$ cat src/rtl/crd_pkg.sv
package crd_pkg;

   localparam int N_RATIO = 6;

   typedef logic [2:0] code_t;

   localparam code_t CODE_FALLBACK = 3'd5;

   function automatic int ratio_of(input int idx);
      case (idx)
         0:       return 128;
         1:       return 192;
         2:       return 256;
         3:       return 384;
         4:       return 512;
         default: return 768;
      endcase
   endfunction

endpackage

$ cat src/rtl/crd_sync.sv
module crd_sync #(
   parameter int STAGES = 2
) (
   input  logic clk,
   input  logic rst_n,
   input  logic din,
   output logic rise
);
   if (STAGES < 2) begin : g_bad_stages
      $error("crd_sync needs at least two stages");
   end

   logic [STAGES:0] sh_q;

   always_ff @(posedge clk) begin
      if (!rst_n) sh_q <= '0;
      else        sh_q <= {sh_q[STAGES-1:0], din};
   end

   assign rise = sh_q[STAGES-1] & ~sh_q[STAGES];

endmodule

$ cat src/rtl/crd_counter.sv
module crd_counter #(
   parameter int CNT_W     = 10,
   parameter int MAX_COUNT = 1023
) (
   input  logic             clk,
   input  logic             rst_n,
   input  logic             clear,
   input  logic             restart,
   output logic [CNT_W-1:0] count
);
   localparam logic [CNT_W-1:0] LIMIT = CNT_W'(MAX_COUNT);

   if (MAX_COUNT >= (1 << CNT_W)) begin : g_bad_width
      $error("crd_counter limit does not fit its width");
   end

   always_ff @(posedge clk) begin
      if (!rst_n || clear)    count <= '0;
      else if (restart)       count <= CNT_W'(1);
      else if (count != LIMIT) count <= count + CNT_W'(1);
   end

endmodule

$ cat src/rtl/crd_classify.sv
module crd_classify
   import crd_pkg::*;
#(
   parameter int CNT_W = 10,
   parameter int TOL   = 32
) (
   input  logic [CNT_W-1:0] period,
   output code_t            code,
   output logic             fallback
);
   logic [N_RATIO-1:0] hit;
   int                 p;

   assign p = int'({1'b0, period});

   for (genvar i = 0; i < N_RATIO; i++) begin : g_win
      localparam int LO = ratio_of(i) - TOL;
      localparam int HI = ratio_of(i) + TOL;
      assign hit[i] = (p >= LO) && (p <= HI);
   end

   always_comb begin
      code = CODE_FALLBACK;
      for (int i = N_RATIO - 1; i >= 0; i--) begin
         if (hit[i]) code = code_t'(i);
      end
   end

   assign fallback = ~|hit;

endmodule

$ cat src/rtl/mclk_ratio_detector.sv
module mclk_ratio_detector
   import crd_pkg::*;
#(
   parameter int MAX_COUNT   = 1023,
   parameter int TOL         = 32,
   parameter int SYNC_STAGES = 2
) (
   input  logic       clk,
   input  logic       rst_n,
   input  logic       master_sel,
   input  logic       fsync_async,
   output logic [2:0] ratio_code,
   output logic       ratio_valid,
   output logic       ratio_fallback
);
   localparam int CNT_W = $clog2(MAX_COUNT + 1);

   if (MAX_COUNT <= ratio_of(N_RATIO - 1) + TOL) begin : g_bad_limit
      $error("MAX_COUNT must exceed the widest match window");
   end
   if (TOL < 0) begin : g_bad_tol
      $error("TOL must be non-negative");
   end

   logic             rise_w;
   logic [CNT_W-1:0] cnt_w;
   code_t            cls_code;
   logic             cls_fb;

   logic  armed_q, prev_ok_q, prev_fb_q, fb_q, valid_q;
   code_t prev_code_q, code_q;

   crd_sync #(.STAGES(SYNC_STAGES)) u_sync (
      .clk  (clk),
      .rst_n(rst_n),
      .din  (fsync_async),
      .rise (rise_w)
   );

   crd_counter #(.CNT_W(CNT_W), .MAX_COUNT(MAX_COUNT)) u_cnt (
      .clk    (clk),
      .rst_n  (rst_n),
      .clear  (master_sel),
      .restart(rise_w),
      .count  (cnt_w)
   );

   crd_classify #(.CNT_W(CNT_W), .TOL(TOL)) u_cls (
      .period  (cnt_w),
      .code    (cls_code),
      .fallback(cls_fb)
   );

   always_ff @(posedge clk) begin
      if (!rst_n) begin
         armed_q     <= 1'b0;
         prev_ok_q   <= 1'b0;
         prev_code_q <= '0;
         prev_fb_q   <= 1'b0;
         code_q      <= '0;
         fb_q        <= 1'b0;
         valid_q     <= 1'b0;
      end else if (master_sel) begin
         armed_q   <= 1'b0;
         prev_ok_q <= 1'b0;
         valid_q   <= 1'b0;
      end else if (rise_w) begin
         armed_q <= 1'b1;
         if (armed_q) begin
            prev_code_q <= cls_code;
            prev_fb_q   <= cls_fb;
            prev_ok_q   <= 1'b1;
            if (prev_ok_q && (prev_code_q == cls_code) && (prev_fb_q == cls_fb)) begin
               code_q  <= cls_code;
               fb_q    <= cls_fb;
               valid_q <= 1'b1;
            end
         end
      end
   end

   assign ratio_code     = code_q;
   assign ratio_valid    = valid_q;
   assign ratio_fallback = fb_q;

endmodule

$ cat config.mk
export PLATFORM = sky130hd
export DESIGN_NAME = mclk_ratio_detector
export DESIGN_NICKNAME = d
export VERILOG_FILES = /design/src/rtl/crd_pkg.sv /design/src/rtl/crd_sync.sv /design/src/rtl/crd_counter.sv /design/src/rtl/crd_classify.sv /design/src/rtl/mclk_ratio_detector.sv
export SDC_FILE = /design/constraint.sdc
export NUM_CORES = 1
export LEC_CHECK = 0
export ABC_AREA = 1
export BUFFER_PORTS_ARGS = -buffer_cell sky130_fd_sc_hd__buf_2
export CAP_MARGIN = 30
export CORE_ASPECT_RATIO = 2
export CORE_MARGIN = 2
export CORE_UTILIZATION = 50
export CTS_BUF_LIST = sky130_fd_sc_hd__clkbuf_4 sky130_fd_sc_hd__clkbuf_8
export DETAILED_ROUTE_END_ITERATION = 8
export PLACE_DENSITY = 0.7
export SYNTH_ARGS = -nofsm -noshare
export SYNTH_HDL_FRONTEND = slang
export SYNTH_SLANG_ARGS = --single-unit
$ cat constraint.sdc
create_clock -name clk -period 1.7 [get_ports clk]
set_input_delay 0.34 -clock clk [delete_from_list [all_inputs] [get_ports clk]]
set_output_delay 0.34 -clock clk [all_outputs]
set_load 0.05 [all_outputs]
==> summary.md <==
| Metric | Value |
|---|---|
| Reg2reg setup slack | `-160 ps` |
| Final setup viols | `7` |
| Die ar. | `0.00337 mm^2` |
| Clk_lat worst skew | `280 ps` |
| RSZ-0062 raised after global routing | `true` |
| Clock Power Share | `46.0%` |
| Compound-Gate Fraction of Synth Area | `12.8%` |
| Pin count of the biggest net entering global routing | `15` |
| Routed wire length | `about 4400 um` |
| Crit-path most repeated cell | `nand2_1` |
| Failing checks | `setup timing` |
| Via count | `1611` |
| Clock transition at the registers of the reported paths | `90 ps` |
| Hold Crit Class | `input port to register` |
| Final Hold Viols | `0` |
| Nets | `284` |
| Share of cells above drive strength 1 | `between 40 and 50%` |
| Sequential power share | `49.4%` |
| Multiplexer share of the synthesized area | `0%` |
| First-pass GRT wire length | `6240 um` |
| DRC Markers | `0` |
| FILL cells | `212` |
| Cell Area, Synth | `0.00145 mm^2` |
| Area delta synth->final | `46.2%` |
| Placed cell area | `0.00177 mm^2` |
| Setup ws final | `-162 ps` |
| Pint | `~0.89 mW` |
| Syn Nets | `233` |
| Headroom to the max-slew limit | `77.4%` |
| Dpl ws | `-186 ps` |
| F_max | `0.537 GHz` |
| Post-Synth Simple-Gate Area | `35.9%` |
| Post-route ant nets | `0` |
| Most frequent cells in the layout | `buf_4, inv_1, nand2_1, nand2_2, nor2_1` |
| 1st-iter DRT viols | `39` |
| Outcome | `finished with violations` |
| Synth Area per Inst | `6.38 um^2` |
| Pwr dens | `about 540 mW/mm^2` |
| Vias/cell | `5.26` |
| Core ar. | `approximately 0.0028 mm^2` |
| Worst path arrival time | `between 2000 and 2500 ps` |
| Synth async-reset ratio | `0%` |
| FF-to-FF Start | `u_cnt.count[7]$_SDFFE_PP0P_` |
| Met1 Use GR | `20.1%` |
| Min Tclk post-route | `around 1900 ps` |
| Drt wl/cell | `14.5 um` |
| Vias in the first global route | `1530` |
| Main combinational cell family by area after synthesis | `simple AND/OR/NAND/NOR gates` |
| Clock root cell | `clkbuf_8` |
| # port buffers | `8` |
| Setup TNS | `-803 ps` |
| Reg2reg end | `ratio_code[2]$_SDFFE_PN0P_` |
| Most common cell after layout, fill and taps aside | `buf_4` |
| Net Sw Frac | `21.4%` |
| Post-synth EDFFs | `0` |
| Post-synthesis register bit count | `24` |
| Met3 usage | `3.15%` |
| Slew Limit Fails | `0` |
| Io pins | `9` |
| Critical Path, Cell by Cell | `nand2_2 -> o21ai_0 -> nand2_1 -> nand2_2 -> nand2_4 -> nor2_4 -> nand2_1 -> nand2_1 -> nand2_2 -> nor2_4 -> nand3_1 -> nand2_1 -> nor2_2` |
| GRT Residual Overflow | `0` |
| Worst VDD drop | `between 0.5 and 0.6 mV` |
| Worst Path Max Fanout | `7` |
| Overall power | `1.14 mW` |
| Combinational power share | `4.6%` |
| Distinct cells, synth | `24` |
| Final hold slack | `about 240 ps` |
| Setup crit end | `ratio_code[2]$_SDFFE_PN0P_` |
| Crit-path max cell delay | `about 420 ps` |
| Initial antenna violation count | `0` |
| Startpoint class of the critical path | `register` |
| Synth Area in XOR/XNOR | `2.42%` |
| Detailed placement HPWL | `~2800 um` |
| Psw | `0.243 mW` |
| Synth Area in Adders | `1.73%` |
| Beginning of the worst hold path | `fsync_async` |
| # diodes | `0` |
| Placed cells | `295` |
| Initial Util | `52.3%` |
| Worst hold stages | `3` |
| CTS Buf Count | `3` |
| Chip Width | `42.0 um` |
| Post-Syn Instances | `227` |
| Post-Layout Cell Count | `306` |
| Finished Cell Area | `0.00212 mm^2` |
| Most used routing layer | `met2` |
| Tcrit/Tclk final | `110%` |
| CTS Buffer Depth | `2` |
| CTS H-tree depth | `1` |
| GRT Util Overall | `24.3%` |
| Std cell rows | `27` |
| CP max stage cell | `dfxtp_4` |
| Clock skew | `2.86 ps` |
| Register area share after synthesis | `roughly 33%` |
| CP endpoint kind | `register` |
| Final Core Density | `76.4%` |
| Ys flop type | `dfxtp_1` |
| Initial DRT Pass Iterations | `4` |
| Clock Sinks | `24` |
| Critical path startpoint | `u_cnt.count[7]$_SDFFE_PP0P_` |
| RePlAce Congestion | `0.919` |
| FF-to-FF path depth | `13` |
| Max-cap viol count | `0` |
| GR Layer Usage met2 | `47.0%` |
| Yosys warns | `0` |
| Crit Path Category | `register to register` |
| Die height | `roughly 80 um` |
| Slew @ Worst Pin | `between 300 and 400 ps` |
| Leakage power | `0.957 nW` |
| Critical Path RT | `1890 ps` |
| TritonCTS clock tree | `done` |
critical path, delay by kind of cell, from the launching register on:
kind | cells | cell delay, ps
DFF | 1 | 420
and+or+nand+nor | 12 | 1140
AOI/OAI and AO/OA | 1 | 210
per-layer routing:
| metal | share of wire (%) | vias to the layer above |
|---|---|---|
| met5 | 0 | - |
| met4 | 7.9 | 0 |
| met3 | 2.8 | 27 |
| met2 | 55 | 47 |
| met1 | 34 | 742 |
| li1 | - | 795 |
layout make-up:
class                      count  area [um^2]  share of cell area, %
multi-input combinational    152          943                   44.6
sequential                    24          510                   24.1
timing repair buffer          50          375                   17.7
inverter                      47          179                   8.46
clock buffer                   3         41.3                   1.95
tap                           29         36.3                   1.71
clock inverter                 1         30.0                   1.42
kinds of logic (layout without fill, tap and decap cells):
group,Yosys count,after routing
fa+ha+maj,2,2
xor+xnor,4,4
flops,24,24
buf+inv,51,101
simple gates,112,112
compound gates,34,34
what timing repair did:
item                       4_1_cts  5_1_grt
pin swaps                        3       21
buffers inserted                 1        6
resized for setup               19       59
hold buffers                     0        0
setup endpoints to repair        9       18
registers in the layout, summed over array words and instances, names as in the netlist:
signal          count
prev_code_q         3
ratio_valid         1
armed_q             1
ratio_fallback      1
prev_fb_q           1
u_cnt.count        10
u_sync.sh_q         3
prev_ok_q           1
ratio_code          3
worst min path at each step:
| stage | end |
|---|---|
| final | u_sync.sh_q[0]$_SDFF_PN0_ |
| after global routing | u_sync.sh_q[0]$_SDFF_PN0_ |
| after CTS | u_sync.sh_q[0]$_SDFF_PN0_ |
| after detailed placement | u_sync.sh_q[1]$_SDFF_PN0_ |
| after global placement | u_sync.sh_q[1]$_SDFF_PN0_ |
| after floorplan | u_sync.sh_q[1]$_SDFF_PN0_ |
power groups by stage:
stage,registers (mW),clock network (mW),logic [mW]
after CTS,0.566,0.521,0.0479
final,0.561,0.522,0.0525
after global placement,0.584,0,0.0452
after floorplan,0.583,0,0.0278
after global routing,0.561,0.537,0.0582
after detailed placement,0.584,0,0.0461
Yosys cell counts (2+ instances only):
cell type  instances  area share [%]
nand2_2            6             2.6
nor3_1             3             1.0
buf_4              3             1.6
o21ai_0           11             3.8
inv_2              7             1.8
a31oi_1            2            0.86
nand2_4            2             1.6
nand2_1           48              12
xor2_1             4             2.4
o21ai_1            4             1.4
dfxtp_1           24              33
nor2_2             5             2.2
inv_1             40              10
ha_1               2             1.7
a211oi_1           4             2.1
nor2_4             3             2.3
a21oi_1           12             4.1
nand3_1           14             4.8
nor2_1            28             7.3
Note: power is estimated with default switching activity, not from simulation.
